===== src/rtl/mpc_pkg.sv =====
package mpc_pkg;

  typedef enum logic [1:0] {
    REG_LO  = 2'd0,
    REG_MID = 2'd1,
    REG_HI  = 2'd2,
    REG_TOP = 2'd3
  } region_e;

  typedef struct packed {
    logic       up_off;
    logic       lo_off;
    logic [1:0] vmode;
  } page_t;

  localparam int SEL_ROM  = 0;
  localparam int SEL_RAM0 = 1;
  localparam int SEL_RAM1 = 2;
  localparam int NSEL     = 3;

  localparam logic [2:0] CMD_PAGE = 3'b100;

endpackage


===== src/rtl/mpc_port_decode.sv =====
module mpc_port_decode
  import mpc_pkg::*;
#(
  parameter int ADDR_W = 16,
  parameter int DATA_W = 8
) (
  input  logic              clk,
  input  logic              rst,
  input  logic              iorq_n,
  input  logic              wr_n,
  input  logic              m1_n,
  input  logic [ADDR_W-1:0] addr,
  input  logic [DATA_W-1:0] wdata,
  output logic              load,
  output page_t             next_page,
  output logic              clr_req
);
  localparam int CMD_LSB = 5;
  localparam int CLR_BIT = 4;
  localparam int UP_BIT  = 3;
  localparam int LO_BIT  = 2;

  logic io_wr;
  logic port_hit;
  logic cmd_ok;
  logic qual;
  logic qual_q;

  assign io_wr    = !iorq_n && !wr_n && m1_n;
  assign port_hit = !addr[ADDR_W-1] && addr[ADDR_W-2];
  assign cmd_ok   = (wdata[CMD_LSB +: 3] == CMD_PAGE);
  assign qual     = io_wr && port_hit && cmd_ok;

  // Accept only the first sampled cycle of a qualified write.
  always_ff @(posedge clk) begin
    if (rst) qual_q <= 1'b0;
    else     qual_q <= qual;
  end

  assign load              = qual && !qual_q;
  assign clr_req           = load && wdata[CLR_BIT];
  assign next_page.up_off  = wdata[UP_BIT];
  assign next_page.lo_off  = wdata[LO_BIT];
  assign next_page.vmode   = wdata[1:0];

endmodule


===== src/rtl/mpc_page_reg.sv =====
module mpc_page_reg
  import mpc_pkg::*;
(
  input  logic  clk,
  input  logic  rst,
  input  logic  load,
  input  page_t next_page,
  input  logic  clr_req,
  output page_t page,
  output logic  clr_pulse
);

  always_ff @(posedge clk) begin
    if (rst) begin
      page      <= '0;
      clr_pulse <= 1'b0;
    end else begin
      clr_pulse <= clr_req;
      if (load) page <= next_page;
    end
  end

endmodule


===== src/rtl/mpc_sel_decode.sv =====
module mpc_sel_decode
  import mpc_pkg::*;
#(
  parameter int ADDR_W = 16
) (
  input  logic              clk,
  input  logic              rst,
  input  logic              mreq_n,
  input  logic              iorq_n,
  input  logic              rd_n,
  input  logic              wr_n,
  input  logic [ADDR_W-1:0] addr,
  input  page_t             page,
  output logic [NSEL-1:0]   sel_n,
  output logic [ADDR_W-1:0] rom_addr
);
  logic            mem_cyc;
  logic            is_wr;
  logic            is_rd;
  region_e         region;
  logic [NSEL-1:0] want;

  assign mem_cyc = !mreq_n && iorq_n;
  assign is_wr   = mem_cyc && !wr_n;
  assign is_rd   = mem_cyc && !rd_n && wr_n;
  assign region  = region_e'(addr[ADDR_W-1 -: 2]);

  always_comb begin
    want = '0;
    if (is_wr) begin
      if (addr[ADDR_W-1]) want[SEL_RAM1] = 1'b1;
      else                want[SEL_RAM0] = 1'b1;
    end else if (is_rd) begin
      unique case (region)
        REG_LO:  if (page.lo_off) want[SEL_RAM0] = 1'b1;
                 else             want[SEL_ROM]  = 1'b1;
        REG_MID: want[SEL_RAM0] = 1'b1;
        REG_HI:  want[SEL_RAM1] = 1'b1;
        REG_TOP: if (page.up_off) want[SEL_RAM1] = 1'b1;
                 else             want[SEL_ROM]  = 1'b1;
        default: want = '0;
      endcase
    end
  end

  for (genvar g = 0; g < NSEL; g++) begin : g_sel
    always_ff @(posedge clk) begin
      if (rst) sel_n[g] <= 1'b1;
      else     sel_n[g] <= !want[g];
    end
  end

  always_ff @(posedge clk) begin
    if (rst) rom_addr <= '0;
    else     rom_addr <= {1'b0, addr[ADDR_W-2:0]};
  end

endmodule


===== src/rtl/mem_page_ctrl.sv =====
module mem_page_ctrl
  import mpc_pkg::*;
#(
  parameter int ADDR_W = 16,
  parameter int DATA_W = 8
) (
  input  logic              clk,
  input  logic              rst,
  input  logic              mreq_n,
  input  logic              iorq_n,
  input  logic              rd_n,
  input  logic              wr_n,
  input  logic              m1_n,
  input  logic [ADDR_W-1:0] addr,
  input  logic [DATA_W-1:0] wdata,
  output logic              rom_sel_n,
  output logic              ram0_sel_n,
  output logic              ram1_sel_n,
  output logic [ADDR_W-1:0] rom_addr,
  output logic              int_clr_pulse
);
  logic            load;
  logic            clr_req;
  page_t           next_page;
  page_t           page;
  logic [NSEL-1:0] sel_n;

  mpc_port_decode #(.ADDR_W(ADDR_W), .DATA_W(DATA_W)) u_port (
    .clk(clk), .rst(rst), .iorq_n(iorq_n), .wr_n(wr_n), .m1_n(m1_n),
    .addr(addr), .wdata(wdata), .load(load), .next_page(next_page),
    .clr_req(clr_req)
  );

  mpc_page_reg u_page (
    .clk(clk), .rst(rst), .load(load), .next_page(next_page),
    .clr_req(clr_req), .page(page), .clr_pulse(int_clr_pulse)
  );

  mpc_sel_decode #(.ADDR_W(ADDR_W)) u_sel (
    .clk(clk), .rst(rst), .mreq_n(mreq_n), .iorq_n(iorq_n), .rd_n(rd_n),
    .wr_n(wr_n), .addr(addr), .page(page), .sel_n(sel_n), .rom_addr(rom_addr)
  );

  assign rom_sel_n  = sel_n[SEL_ROM];
  assign ram0_sel_n = sel_n[SEL_RAM0];
  assign ram1_sel_n = sel_n[SEL_RAM1];

endmodule


===== config.mk =====
export PLATFORM = sky130hd
export DESIGN_NAME = mem_page_ctrl
export DESIGN_NICKNAME = d
export VERILOG_FILES = /design/src/rtl/mpc_pkg.sv /design/src/rtl/mpc_port_decode.sv /design/src/rtl/mpc_page_reg.sv /design/src/rtl/mpc_sel_decode.sv /design/src/rtl/mem_page_ctrl.sv
export SDC_FILE = /design/constraint.sdc
export NUM_CORES = 1
export LEC_CHECK = 0
export BUFFER_PORTS_ARGS = -buffer_cell sky130_fd_sc_hd__buf_4
export CORE_MARGIN = 5
export CORE_UTILIZATION = 30
export DETAILED_ROUTE_END_ITERATION = 16
export GPL_TIMING_DRIVEN = 0
export PLACE_DENSITY_LB_ADDON = 0.1
export RECOVER_POWER = 25
export SYNTH_ARGS = -nofsm -noshare
export SYNTH_HDL_FRONTEND = slang
export SYNTH_SLANG_ARGS = --single-unit

===== constraint.sdc =====
create_clock -name clk -period 1.5 [get_ports clk]
set_clock_uncertainty 0.1 [all_clocks]
set_input_delay 0.15 -clock clk [delete_from_list [all_inputs] [get_ports clk]]
set_output_delay 0.15 -clock clk [all_outputs]
set_load 0.005 [all_outputs]

* Yosys cells after proc, flatten, opt, wreduce, memory -nomap -nowiden
Cells that the tools add are included.
** Storage, ports and cells
- Flip-flop bits (word level) :: 23
- Word-level logic and storage cells :: 46
** Operators by class
- Equal/unequal tests :: 4
- Multiplexer cells :: 12
- Reductions and logical operators :: 21
** Operators by type and width (number)
- logical AND 1 bit :: 11
- zero test 1 bit :: 9
- two-way mux 1 bit :: 7
- one-hot mux 1 bit (2 select lines) :: 3
- == test 2 bit, second input constant :: 2
- == test 3 bit, second input constant :: 1
- two-way mux 3 bit :: 1
- == test 2 x 1 -> 1 bit, second input constant :: 1
- zero test 2 bit :: 1
- two-way mux 2 bit :: 1

* Depth between registers and ports, before layout
Gate-level depths: netlist of run 1.
- Depth in word-level cells :: 7
- Gate-level depth with buffers :: 5

* Modules after synthesis
A second synthesis of run 1 with hierarchy kept.
** Unflattened totals
- Cell total of the unflattened synthesis :: 81
- Area total of the unflattened synthesis :: 879.6 um2
** Modules (own cells, without submodules)
- mpc_sel_decode :: times used 1, cells an instance 55, area each 611.8 um2, seq. area each 360.3 um2
- mpc_page_reg :: times used 1, cells an instance 15, area each 166.4 um2, seq. area each 100.1 um2
- mpc_port_decode :: times used 1, cells an instance 11, area each 101.3 um2, seq. area each 20.0 um2

* Least setup slack after synthesis of run 1
Ideal clock, no wire load.
- Kind :: register -> register
- Start :: reg u_port.qual_q
- End :: reg u_page.page[2] (netlist name)
- Setup time :: 132 ps
- Data arrival time :: 948 ps
- Data required time :: 1268 ps
- Path slack :: 320 ps
- Cell stages (with the launch flop) :: 4
- Path buffers :: 0
- Period minus slack after synthesis :: 1180 ps
- Path through :: dfxtp_1 > or4b_4 > o21ai_1 > a21oi_1
** On the way
- Word-level cells in the longest chain between the ends :: 2
** Ends and longest elaborated chain
- start, declared :: line mpc_port_decode.sv:27 : logic qual_q;
- start signal, assigned :: line mpc_port_decode.sv:37 : else qual_q <= qual;
- zero test 1 bit :: line mpc_port_decode.sv:40 : assign load = qual && !qual_q;
- logical AND 1 bit :: line mpc_port_decode.sv:40
No other way between the ends.
A chain may end at the register's enable or synchronous reset.

* Worst setup path after layout of run 1
- Start :: in wdata[6]
- End :: reg u_page.page[2] (netlist name)
** On the way
- Word-level cells in the longest chain between the ends :: 3
** Ends and longest elaborated chain
- start, declared :: line mem_page_ctrl.sv:15 : input logic [DATA_W-1:0] wdata,
- == test 3 bit :: line mpc_port_decode.sv:31 : assign cmd_ok = (wdata[CMD_LSB +: 3] == CMD_PAGE);
- logical AND 1 bit :: line mpc_port_decode.sv:32 : assign qual = io_wr && port_hit && cmd_ok;
- logical AND 1 bit :: line mpc_port_decode.sv:40
No other way between the ends.

==> results.md, run 1 <==
- Counting both buffers and inverters, the worst setup path holds a total of 2.
- The share of power burned in combinational logic is 0.184.
- Of the total synthesized cell area, the portion taken by AND, OR, NAND and NOR gates is 0.286.
- The commonest cells after synthesis are dfxtp_1, nor2b_1, a21oi_1, ha_1, inv_1.
- In this run, CTS created clock tree buffers numbering 3.
- The type of the worst setup path is input port to register.
- Setup violations remaining at the end of the flow were counted as 0.
- The starting density of the core is 0.319.
- The worst setup path is launched from an input port.
- The synthesized-area fraction occupied by adder cells is 0.0628.
- After clock tree synthesis, the clock-pin slew on the worst setup and hold paths is 0.12 ns.
- The share of the synthesized area in compound gates (AO/OA/AOI/OAI) is 0.0612.
- The die outline area is 3790 um2.
- During placement, the flow inserted port buffers numbering 47.
- The wire length of the first global-routing pass is 3200 um.
- The smallest clock period supported by the final layout is computed as about 1.5 ns.
- The placer congestion estimate is between 0.6 and 0.7.
- The flip-flop cell with the highest count after synthesis is dfxtp_1.
- The multi-input combinational cells in the finished layout cover a total of between 300 and 400 um2.
- Once detail routing completed, the nets flagged for antenna violations numbered 0.
- Across every metal layer, demand over resource in global routing totals 0.115.
- The source of the worst hold timing path is wr_n.
- Traced cell by cell, the critical path runs through dlygate4sd3_1 -> buf_4 -> or4b_4 -> o21ai_1 -> a21oi_1.
- In the final timing run, aggregate negative setup slack is 0 ns.
- Summed over all layers, the routed wires come to slightly above 2000 um.
- The tool flagged a number of max-cap violations equal to 0.
- For this run, the post-layout net count is 185.
- The CTS tree is built.
- In this run the number of cells on the critical path is 5.
- The proportion of netlist area held by the largest area contributor is 0.553.
- After detailed routing, the number of vias per cell comes to 4.24.
- The data required time at the worst endpoint is roughly 1.6 ns.
- The global routing stage identified its most utilized layer as met2.
- Setup repair after global routing left no endpoint under its margin.
- The post-synthesis instance area is 797 um2.
- The endpoint type of the worst setup path is a register.
- CTS built an H-tree with a depth of 1.
- In this run, synthesis inferred 0 flip-flops with an integrated enable.
- The top fanout value on the critical path is 3.
- The launching point of the worst reg2reg path is u_port.qual_q.
- The combinational family with the most area after synthesis is simple AND/OR/NAND/NOR gates.
- The number of remaining DRC errors is 0.
- In this run the horizontal extent of the chip is 61.5 um.
- The arrival time at the worst endpoint is between 1.5 and 2 ns.
- The maximum number of pins on one net before global-route repair is 13.
- The via count of the first global-routing pass is between 700 and 800.
- The period utilization is 0.988.
- The cell count after synthesis came out at 72.
- The met2 usage is 0.227.
- The proportion of synthesized chip area in sequential cells is 0.553.
- The final route contains around 760 vias.
- In the final layout, flip-flops and latches occupy 440 um2.
- The number of nets in the synthesized netlist is 107.
- The worst min-delay path category is input port to register.
- After the first detailed-routing iteration, the DRC count stood at 10.
- The largest single stage delay on the critical path is about 0.54 ns.
- The standard cell core area is 2500 um2.
- The clock reaches the later pin of the worst-skew pair after 0.30 ns.
- The max-slew violation total from the final report is 0.
- The floorplan has 18 rows.
- The height of the die is 61.5 um.
- The number of standard cells in the final layout excluding fillers is 179.
- IR analysis of the VDD net gives a maximum drop of 0.000592 V.
- The number of distinct library cell variants in the gate-level netlist after synthesis is 21.
- The root buffer selected by CTS is clkbuf_4.
- The switching part of the total power is 0.206.
- Counting along the longest clock path gives a buffer depth of 2.
- The xor and xnor fraction of the mapped netlist area is 0.
- In the final routed layout, each cell accounts on average for 11.5 um.
- The clock group share of total power is 0.274.
- The cell family contributing the most delay on the critical path is buffers and inverters.
- The area growth from synthesis to layout is 86.2%.
- The fraction of synthesized area in multiplexers is 0.
- The number of cells on the worst reg-to-reg path is 3.
- The run finished with clean final reports.
- The launching element of the worst setup path is wdata[6].
- The filler cell count in the final layout is 220.
- The number of antenna violations at the first check in global routing came to 0.
- The antenna diode count is 0.
- The portion of total power attributed to sequential cells is 0.542.
- For this run, the number of Yosys warnings is 0.
- The static power due to leakage is 0.678 nW.
- For this run, global-route usage on met3 was measured as 0.0210.
- The met1 track demand over resource is 0.110.
- In this run the count of I/O pins placed on the die edge is 51.
- The internal power of the cells totals 0.897 mW.
- The most frequent cell after synthesis is dfxtp_1.
- Synthesis inferred 22 register bits.
- In the final layout, the share of cells above drive strength 1 is 0.376.
- The power consumption is 1.13 mW.
- For this run, the detailed router's first-pass iteration total came to 4.
- The synthesized area per cell is 11.1 um2.
- In this run the power spent charging and discharging nets is around 0.23 mW.
- The hold violation count in the final report is 0.
- Based on the critical path, the design can be clocked at up to 675 MHz.
- The top cell type by total area after synthesis is dfxtp_1.
- The tree built by TritonCTS fans out to 22 sinks.
- The residual overflow from global routing is 0.
- The worst hold path depth is 3.
- In the synthesized netlist the async set-or-reset flop fraction comes to 0.
- The cell with the largest stage delay on the worst path is dlygate4sd3_1.
- Across all register-to-register paths, the minimum setup slack is approximately 0.26 ns.
- After detailed placement, the design holds a cell count of ~150.
- Sorting the synthesized cells by area gives the leading types as dfxtp_1, nor2b_1, ha_1.
- The power density over cell area is 761 nW/um2.
## area by class of cell
type,count,area share
multi-input combinational,44,0.225
buffer,2,0.00759
timing repair buffer,73,0.411
inverter,4,0.0101
clock buffer,4,0.0245
sequential,22,0.297
tap,30,0.0253
## path summary, 6_finish.rpt
kind                                        to
worst min-delay path            u_sel.sel_n[2]
worst max register to register  u_page.page[2]
worst min register to register  u_page.page[3]
worst max-delay path            u_page.page[2]
## stage by stage
stage	area, um2	hold WS [ns]	worst slack, ns	util
after global placement	1190	0.242	0.169	0.475
after detailed placement	1190	0.246	0.168	0.475
after floorplan	797	0.122	0.320	-
after global routing	1480	0.000515	0.00660	0.594
final	1480	0.0239	0.0187	0.594
after CTS	1470	0.00486	0.0178	0.590
## kinds of logic after synthesis
family                   Yosys count
AND/OR/NAND/NOR                   30
flip-flops                        22
AO/OA/AOI/OAI                      9
buffers and inverters              6
adder cells (fa/ha/maj)            4
other                              1
## registers in the layout, summed over array words and instances (netlist names)
register / count
u_page.clr_pulse: 1
u_page.page: 2
u_port.qual_q: 1
u_sel.rom_addr: 15
u_sel.sel_n: 3
## tightest hold or removal path: stages
cell     delay, ns
buf_4         0.11
o22ai_1       0.07
nand2_1       0.06
## routing by layer
layer | vias to the layer above | share of wire
met4 | 0 | 0.015
met5 | - | 0
met3 | 2 | 0.082
li1 | 392 | -
met1 | 337 | 0.37
met2 | 28 | 0.54
## placed cells by master (no fill, tap or decap)
master | netlist | final
nor2b_1 | 14 | 14
a21oi_1 | 4 | 4
buf_4 | 1 | 45
clkbuf_4 | 0 | 5
conb_1 | 1 | 1
nand3_1 | 1 | 1
nor3b_1 | 2 | 2
dfxtp_1 | 22 | 22
o22ai_1 | 3 | 3
and4bb_2 | 1 | 1
nand4b_1 | 2 | 2
clkbuf_8 | 0 | 1
dlygate4sd3_1 | 0 | 26
nand2b_1 | 2 | 2
inv_1 | 4 | 4
ha_1 | 4 | 4
nand2_1 | 2 | 2
and3b_1 | 1 | 1
o21ai_2 | 0 | 1
or4b_4 | 1 | 1
nor2_1 | 2 | 2
o21ai_1 | 2 | 1
nor4_2 | 1 | 1
clkbuf_1 | 1 | 2
nand4bb_4 | 1 | 1
## power groups by stage
stage | Sequential (mW) | Combinational (mW) | Clock, mW
after global routing | 0.616 | 0.227 | 0.360
after global placement | 0.626 | 0.153 | 0
after CTS | 0.613 | 0.207 | 0.328
final | 0.613 | 0.208 | 0.309
after floorplan | 0.629 | 0.0459 | 0
after detailed placement | 0.626 | 0.155 | 0
## timing repair
action	CTS	global route
setup endpoints to repair	0	1
gates resized for setup	0	1
setup buffers	0	0
hold buffers	25	1
endpoints found under the hold margin	19	1
Power figures use the tool's default switching activity.
==> run 2, diff against run 1 <==
--- a/config.mk
+++ b/config.mk
@@ -6,6 +6,8 @@
 export NUM_CORES = 1
 export LEC_CHECK = 0
 export BUFFER_PORTS_ARGS = -buffer_cell sky130_fd_sc_hd__buf_4
+export CAP_MARGIN = 15
+export CORE_ASPECT_RATIO = 0.5
 export CORE_MARGIN = 5
 export CORE_UTILIZATION = 30
 export DETAILED_ROUTE_END_ITERATION = 16
==> run 2 against run 1 <==
Sequential cell count stayed put. Fmax is 18% higher. Largest cell class unchanged. Largest power group unchanged. Setup slack better by 0.23 ns. Sequential power hardly changed.
==> results.md, run 2 (same netlist as run 1, synthesis figures left out) <==
- Status: finished clean (unchanged).
- The count of instances resized after the clock tree is built is 0 (unchanged).
- The height of the die was 46.4 um (was 61.5 um).
- The source-to-sink clock delay at the later pin of the worst-skew pair came to 0.26 ns (was 0.30 ns).
- The top register by number of flip-flops is u_sel.rom_addr (unchanged).
- The detailed-routing iteration count for the pre-antenna-repair pass is 2 (was 4).
- The placer congestion estimate was 0.785 (was 0.696).
- The setup violation total in the final timing report was 0 (unchanged).
- The element type at the critical path start is a register (was input port).
- The overall die width is 82.9 um (was 61.5 um).
- The via count of the first global-routing pass came to 675 (was 782).
- The endpoint type of the worst setup path is a register (unchanged).
- The capture point of the worst path is u_page.page[2] (unchanged).
- The path depth of the worst reg2reg path was 3 (unchanged).
- The floorplan row count is 13 (was 18).
- The max-slew violation total from the final report is 0 (unchanged).
- The starting density of the core came to 0.310 (was 0.319).
- The setup fix buffers added after clock tree synthesis came to 0 (unchanged).
- Most frequent cells in the layout: buf_4, dfxtp_1, nor2b_1 (was buf_4, dlygate4sd3_1, dfxtp_1).
- The HPWL after detailed placement is 1400 um.
- The top fanout value on the critical path is 4 (was 3).
- The quantity of I/O buffers inserted on ports is 47 (unchanged).
- The clock-pin transition on the worst setup and hold timing paths came to 0.08 ns (was 0.12 ns).
- Top flop regs: u_sel.rom_addr: 15 flops, u_sel.sel_n: 3 flops, u_page.page: 2 flops (unchanged).
- The number of antenna violations at the first check in global routing is 0 (unchanged).
- The power density over cell area is 962 nW/um2 (was 761 nW/um2).
- The number of remaining DRC errors is 0 (unchanged).
- The maximum clock path buffer count is 2 (unchanged).
- The overall global routing resource usage was 0.0997 (was 0.115).
- The data required time at the worst endpoint is 1.53 ns (was 1.58 ns).
- The area growth from synthesis to layout is 72.4% (was 86.2%).
- The final critical-path required period is 1.25 ns (was 1.48 ns).
- The reported max-cap violation count is 0 (unchanged).
- The filler cell count in the final layout is 229 (was 220).
- The period utilization was 0.835 (was 0.988).
- The die outline area is 3850 um2 (was 3790 um2).
- The vias per cell is 4.04 (was 4.24).
- The cell with the largest stage delay on the worst path is or4b_4 (was dlygate4sd3_1).
- The launching element of the worst setup path is u_port.qual_q (was wdata[6]).
- The clock buffer count from CTS is 3 (unchanged).
- The maximum number of pins on one net before global-route repair is 14 (was 13).
- The antenna diode count is 0 (unchanged).
- The maximum single-stage delay on the critical path came to 0.49 ns (was 0.54 ns).
- The standard cell core area is 2570 um2 (was 2500 um2).
- The worst voltage drop across the vdd grid is 0.000394 V (was 0.000592 V).
- The share of cells above drive strength 1 is 0.410 (was 0.376).
- The launching point of the worst reg2reg path is u_port.qual_q (unchanged).
- The hold violation count in the final report came to 0 (unchanged).
- The number of top-level design ports is 51 (unchanged).
- Unrepaired setup endpoints after global routing: no (unchanged).
- The power consumption is 1.32 mW (was 1.13 mW).
- The number of flip-flops in the largest register is 15 (unchanged).
- The register-to-register setup slack is 0.25 ns (was 0.26 ns).
- The static power due to leakage is 0.620 nW (was 0.678 nW).
- The total via count in the routed design is 690 (was 759).
- The residual overflow from global routing is 0 (unchanged).
- The final-stage net count came to 170 (was 185).
- Series of cell instances along the critical path: or4b_4 -> o21ai_1 -> a21oi_1 (was dlygate4sd3_1 -> buf_4 -> or4b_4 -> o21ai_1 -> a21oi_1).
- The routed wire length is 1830 um (was 2060 um).
- The number of hold-repair buffers added at the cts stage is 11 (was 25).
- The highest clock frequency the design can meet is 799 MHz (was 675 MHz).
- The number of sinks driven by the clock tree is 22 (unchanged).
- The starting DRC count in detailed routing came to 10 (unchanged).
- The CTS tree is built (unchanged).
- The root buffer selected by CTS is clkbuf_8 (was clkbuf_4).
- The type of the worst setup path is register to register (was input port to register).
- The post-detailed-route count of antenna-violating nets is 0 (unchanged).
- The wire length of the first global-routing pass is 2970 um (was 3200 um).
- The most common cell after layout, fill and taps aside is buf_4 (unchanged).
- The arrival time at the worst endpoint was 1.28 ns (was 1.56 ns).
- The end of the worst register-to-register path was u_page.page[2] (unchanged).
- The per-cell routed wire length is 10.7 um (was 11.5 um).
- The deepest level of the CTS H-tree is 1 (unchanged).
- The worst min-delay path category was input port to register (unchanged).
- The aggregate negative setup slack was 0 ns (unchanged).
==> run 2: changes by cell type in the layout (fill, tap and decap cells not counted), sizes merged <==
cell         previous run  this run
buf                    45        44
bufinv                  0         1
dlygate4sd3            26        11
==> run 2: worst min-delay path by stage <==
stage | start | to | cells past startpoint
2_1_floorplan | rst | u_sel.rom_addr[0] | 1
3_3_place_gp | wdata[6] | u_port.qual_q | 2
3_5_place_dp | wdata[6] | u_port.qual_q | 2
4_1_cts | addr[13] | u_sel.rom_addr[13] | 2
5_1_grt | addr[7] | u_sel.rom_addr[7] | 2
6_report | addr[13] | u_sel.rom_addr[13] | 2
==> run 2: critical path: cells and delay by family, from the launching register on <==
| family | cells | cell delay, ns |
|---|---|---|
| AO/OA/AOI/OAI | 2 | 0.20 |
| flip-flops | 1 | 0.34 |
| AND/OR/NAND/NOR | 1 | 0.49 |
==> run 2: report_power, final <==
group	total (mW)	switching, mW	leakage [nW]	internal [mW]
combinational	0.174	0.0571	0.403	0.117
clock	0.536	0.180	0.0357	0.356
sequential	0.612	0.00570	0.182	0.606
total	1.32	0.242	0.620	1.08
==> run 2: area by class of cell <==
class                           count  area, um2  share of cell area
Buffer                              2       11.3             0.00820
Clock buffer                        3       41.3              0.0301
Clock inverter                      1       30.0              0.0219
Inverter                            4       15.0              0.0109
Multi-Input combinational cell     44        330               0.240
Sequential cell                    22        440               0.321
Tap cell                           37       46.3              0.0337
Timing Repair Buffer               58        459               0.334
==> run 2: stage by stage <==
step / area, um2 / hold slack [ns] / worst slack [ns] / utilization / cells
detailed placement: 1200 / 0.244 / 0.148 / 0.465 / 156
CTS: 1380 / 0.00146 / 0.227 / 0.536 / 171
finish: 1370 / 0.00679 / 0.248 / 0.535 / 171
floorplan: 797 / 0.122 / 0.320 / - / 72
global placement: 1200 / 0.242 / 0.155 / 0.465 / 156
global route: 1370 / 0.0124 / 0.182 / 0.535 / 171
==> run 2: per-layer routing <==
layer / wire length [um] / GRT usage / part of all wire
met1: 736 / 0.100 / 0.40
met2: 923 / 0.189 / 0.51
met3: 144 / 0.0500 / 0.079
met4: 21 / 0.0293 / 0.012
met5: 0 / 0 / 0
==> run 3, diff against run 2 <==
--- a/config.mk
+++ b/config.mk
@@ -5,6 +5,7 @@
 export SDC_FILE = /design/constraint.sdc
 export NUM_CORES = 1
 export LEC_CHECK = 0
+export ABC_AREA = 1
 export BUFFER_PORTS_ARGS = -buffer_cell sky130_fd_sc_hd__buf_4
 export CAP_MARGIN = 15
 export CORE_ASPECT_RATIO = 0.5
==> constraint.sdc (replaced) <==
create_clock -name clk -period 1.05 [get_ports clk]
set_clock_uncertainty 0.1 [all_clocks]
set_input_delay 0.105 -clock clk [delete_from_list [all_inputs] [get_ports clk]]
set_output_delay 0.105 -clock clk [all_outputs]
set_load 0.005 [all_outputs]
==> run 3 against run 2 <==
Register-to-register slack worse by 0.04 ns. Utilization is 2.0 points higher. Sequential power is 43% higher. First-iteration DRC count is 50% lower. Synthesized cell count increased by 47%. Hold slack improved by 0.021 ns. Non-clock buffer count increased by 5. Routed wire length rose by 2.2%. Via count grew 13%. Sequential share of layout area shrank 2.1 points. Sequential cell count stayed put. Total power up 45%. Critical path type is now input port to register.
==> results.md, run 3 <==
- The number of antenna violations at the first check in global routing is 0 (unchanged).
- The most frequent cell after synthesis is inv_1 (was dfxtp_1).
- The path depth of the worst reg2reg path was 5 (was 3).
- The number of distinct library cell variants in the gate-level netlist after synthesis is 20 (was 21).
- The data required time at the worst endpoint is 1.15 ns (was 1.53 ns).
- The total via count in the routed design is 777 (was 690).
- The reported max-cap violation count came to 0 (unchanged).
- The area taken by multi-input logic gates is 280 um2 (was 330 um2).
- The post-place setup slack is -0.121 ns (was 0.148 ns).
- The internal power came to 1.55 mW (was 1.08 mW).
- Top flop regs: u_sel.rom_addr: 15 flops, u_sel.sel_n: 3 flops, u_page.page: 2 flops (unchanged).
- The number of sinks driven by the clock tree is 22 (unchanged).
- The register area came to 440 um2 (unchanged).
- The element type at the critical path start was an input port (was register).
- The max-slew violation total from the final report is 0 (unchanged).
- The worst min-delay path category is input port to register (unchanged).
- The post-route worst setup slack came to 0.155 ns (was 0.248 ns).
- The standard cell core area was 2650 um2 (was 2570 um2).
- The starting density of the core is 0.320 (was 0.310).
- The wire length of the first global-routing pass is 3190 um (was 2970 um).
- The height of the die is 47.6 um (was 46.4 um).
- The register-to-register setup slack was 0.21 ns (was 0.25 ns).
- The overall die width was 85.2 um (was 82.9 um).
- The setup fix buffers added after clock tree synthesis was 0 (unchanged).
- Most frequent cells in the layout: buf_4, inv_1, dfxtp_1 (was buf_4, dfxtp_1, nor2b_1).
- The final core utilization is 0.555 (was 0.535).
- The via count of the first global-routing pass is 761 (was 675).
- The post-synthesis instance area was 848 um2 (was 797 um2).
- The residual overflow from global routing came to 0 (unchanged).
- The clock buffer count from CTS was 3 (unchanged).
- The post-synthesis cell count came to 106 (was 72).
- The routed wire length is 1870 um (was 1830 um).
- Timing would allow up to 1120 MHz.
- The share of cells above drive strength 1 was 0.366 (was 0.410).
- The setup violation total in the final timing report is 0 (unchanged).
- The endpoint type of the worst setup path is a register (unchanged).
- The proportion of netlist area held by the largest area contributor came to 0.519 (was 0.553).
- The post-synthesis async set-or-reset flop share is 0 (unchanged).
- The CTS tree is built (unchanged).
- The type of the worst setup path is input port to register (was register to register).
- The portion of total power attributed to sequential cells is 0.458 (was 0.463).
- The post-detailed-route count of antenna-violating nets is 0 (unchanged).
- Most common library cells after synthesis: inv_1, dfxtp_1, nor2_1, nand2_1, ha_1 (was dfxtp_1, nor2b_1, a21oi_1, ha_1, inv_1).
- The hold violation count in the final report is 0 (unchanged).
- The clock-pin transition on the worst setup and hold timing paths came to 0.07 ns (was 0.08 ns).
- The proportion of synthesized chip area in sequential cells came to 0.519 (was 0.553).
- The die outline area is 4060 um2 (was 3850 um2).
- The static power due to leakage was 0.771 nW (was 0.620 nW).
- The quantity of I/O buffers inserted on ports was 46 (was 47).
- The number of register bits inferred by synthesis came to 22 (unchanged).
- The overall global routing resource usage is 0.104 (was 0.0997).
- The number of flip-flops in the largest register is 15 (unchanged).
- The switching power was 0.362 mW (was 0.242 mW).
- The placer congestion estimate is 0.792 (was 0.785).
- The maximum clock path buffer count came to 2 (unchanged).
- The top fanout value on the critical path is 4 (unchanged).
- Unrepaired setup endpoints after global routing: no (unchanged).
- The floorplan row count is 13 (unchanged).
- The top cell type by total area after synthesis is dfxtp_1 (unchanged).
- Status: finished clean (unchanged).
- The root buffer selected by CTS is clkbuf_8 (unchanged).
- The period utilization is 0.852.
- The worst voltage drop across the vdd grid is 0.000613 V (was 0.000394 V).
- The top register by number of flip-flops was u_sel.rom_addr (unchanged).
- The deepest level of the CTS H-tree is 1 (unchanged).
- The worst hold path depth is 2 (unchanged).
- The area growth from synthesis to layout was 73.5% (was 72.4%).
- The detailed-routing iteration count for the pre-antenna-repair pass is 2 (unchanged).
- The switching part of the total power is 0.189 (was 0.183).
- The count of synthesis-stage warnings from yosys is 0 (unchanged).
- The worst-case hold path end point is u_sel.rom_addr[4] (was u_sel.rom_addr[13]).
- The most common cell after layout, fill and taps aside is buf_4 (unchanged).
- The power consumption came to 1.91 mW (was 1.32 mW).
- The final-stage net count is 208 (was 170).
- The flip-flop cell with the highest count after synthesis was dfxtp_1 (unchanged).
- The HPWL after detailed placement is 1410 um (was 1400 um).
- The count of flip-flops with a built-in enable after synthesis is 0 (unchanged).
- The vias per cell is 3.72 (was 4.04).
- The number of top-level design ports is 51 (unchanged).
- The final critical-path required period is 0.895 ns.
- The maximum number of pins on one net before global-route repair came to 14 (unchanged).
- The end of the worst register-to-register path is u_page.page[2] (unchanged).
- The arrival time at the worst endpoint was 0.99 ns (was 1.28 ns).
- The clock group share of total power is 0.399 (was 0.405).
- The antenna diode count came to 0 (unchanged).
- The final instance area came to 1470 um2 (was 1370 um2).
- The per-cell routed wire length came to 8.92 um (was 10.7 um).
- The share of power burned in combinational logic came to 0.142 (was 0.132).
- The power density over cell area is 1300 nW/um2 (was 962 nW/um2).
- The synthesized area per cell is 8.00 um2 (was 11.1 um2).
- The source of the worst hold timing path is rst (was addr[13]).
- The launching point of the worst reg2reg path is u_port.qual_q (unchanged).
- The starting DRC count in detailed routing came to 5 (was 10).
- The instance area at placement is 1240 um2 (was 1200 um2).
- The filler cell count in the final layout is 258 (was 229).
- The number of remaining DRC errors is 0 (unchanged).
- The number of nets produced by synthesis is 141 (was 107).
- The worst-case hold slack is 0.0275 ns (was 0.00679 ns).
- Leading post-synthesis cells by cell area: dfxtp_1, inv_1, nor2_1 (was dfxtp_1, nor2b_1, ha_1).
- The source-to-sink clock delay at the later pin of the worst-skew pair is 0.25 ns (was 0.26 ns).
-- run 3: cell count changes after synthesis, moves of 3 or more --
cell / previous run / this run
o22ai_1: 3 / 0
nor2b_1: 14 / 0
nand2_1: 2 / 10
nor2_1: 2 / 20
nand2_2: 0 / 3
inv_1: 4 / 26
-- run 3: cells by family (layout without fill, tap and decap cells) --
logic type / after synthesis / count (layout) / share of synthesized area
simple gates: 42 / 42 / 0.233
buf+inv: 32 / 98 / 0.150
flops: 22 / 22 / 0.519
compound gates: 5 / 5 / 0.0339
fa+ha+maj: 4 / 4 / 0.0590
other cells: 1 / 1 / 0.00442
-- run 3: layer usage --
layer / up-vias / share of wire / track usage
li1: 430 / - / -
met1: 315 / 0.40 / 0.110
met2: 28 / 0.50 / 0.194
met3: 4 / 0.091 / 0.0447
met4: 0 / 0.011 / 0.0379
met5: - / 0 / 0
-- run 3: worst max path at each step --
stage | slack [ns] | endpoint | cells past startpoint | start
6_report | 0.16 | u_page.page[2] | 9 | addr[15]
5_1_grt | 0.03 | u_page.page[2] | 9 | addr[15]
4_1_cts | 0.14 | rom_addr[11] | 1 | u_sel.rom_addr[11]
3_5_place_dp | -0.12 | u_page.page[3] | 9 | addr[15]
3_3_place_gp | -0.13 | u_page.page[2] | 9 | addr[15]
2_1_floorplan | 0.12 | u_page.page[3] | 8 | addr[15]
-- run 3: cell type report --
type / instances / share of cell area
clock inverter: 1 / 0.0204
multi-input combinational: 52 / 0.190
tap: 37 / 0.0315
buffer: 3 / 0.0119
inverter: 29 / 0.0748
clock buffer: 3 / 0.0281
timing repair buffer: 62 / 0.344
sequential: 22 / 0.299
-- run 3: metrics by stage --
step	setup TNS (ns)	std cells
3_5_place_dp	-0.269	189
4_1_cts	0	209
5_1_grt	0	209
6_report	0	209
2_1_floorplan	0	106
3_3_place_gp	-0.309	189
-- run 3: timing repair --
action                    4_1_cts  5_1_grt
hold buffers                   16        0
hold endpoints to repair       16        0
gates resized for setup         0        0
-- run 3: critical path, stage by stage --
cell and delay [ns]:
buf_4 0.12, inv_1 0.09, ha_1 0.19, nand2_2 0.08, nor2_4 0.12, nand3_2 0.11
nand2_1 0.07, inv_1 0.03, nor2_1 0.08
-- run 3: power by group through the flow --
stage / Combinational, mW / Clock (mW) / Sequential [mW]
final: 0.272 / 0.763 / 0.875
after detailed placement: 0.230 / 0 / 0.895
after global routing: 0.304 / 0.834 / 0.878
after global placement: 0.227 / 0 / 0.894
after CTS: 0.278 / 0.798 / 0.875
after floorplan: 0.0812 / 0 / 0.900
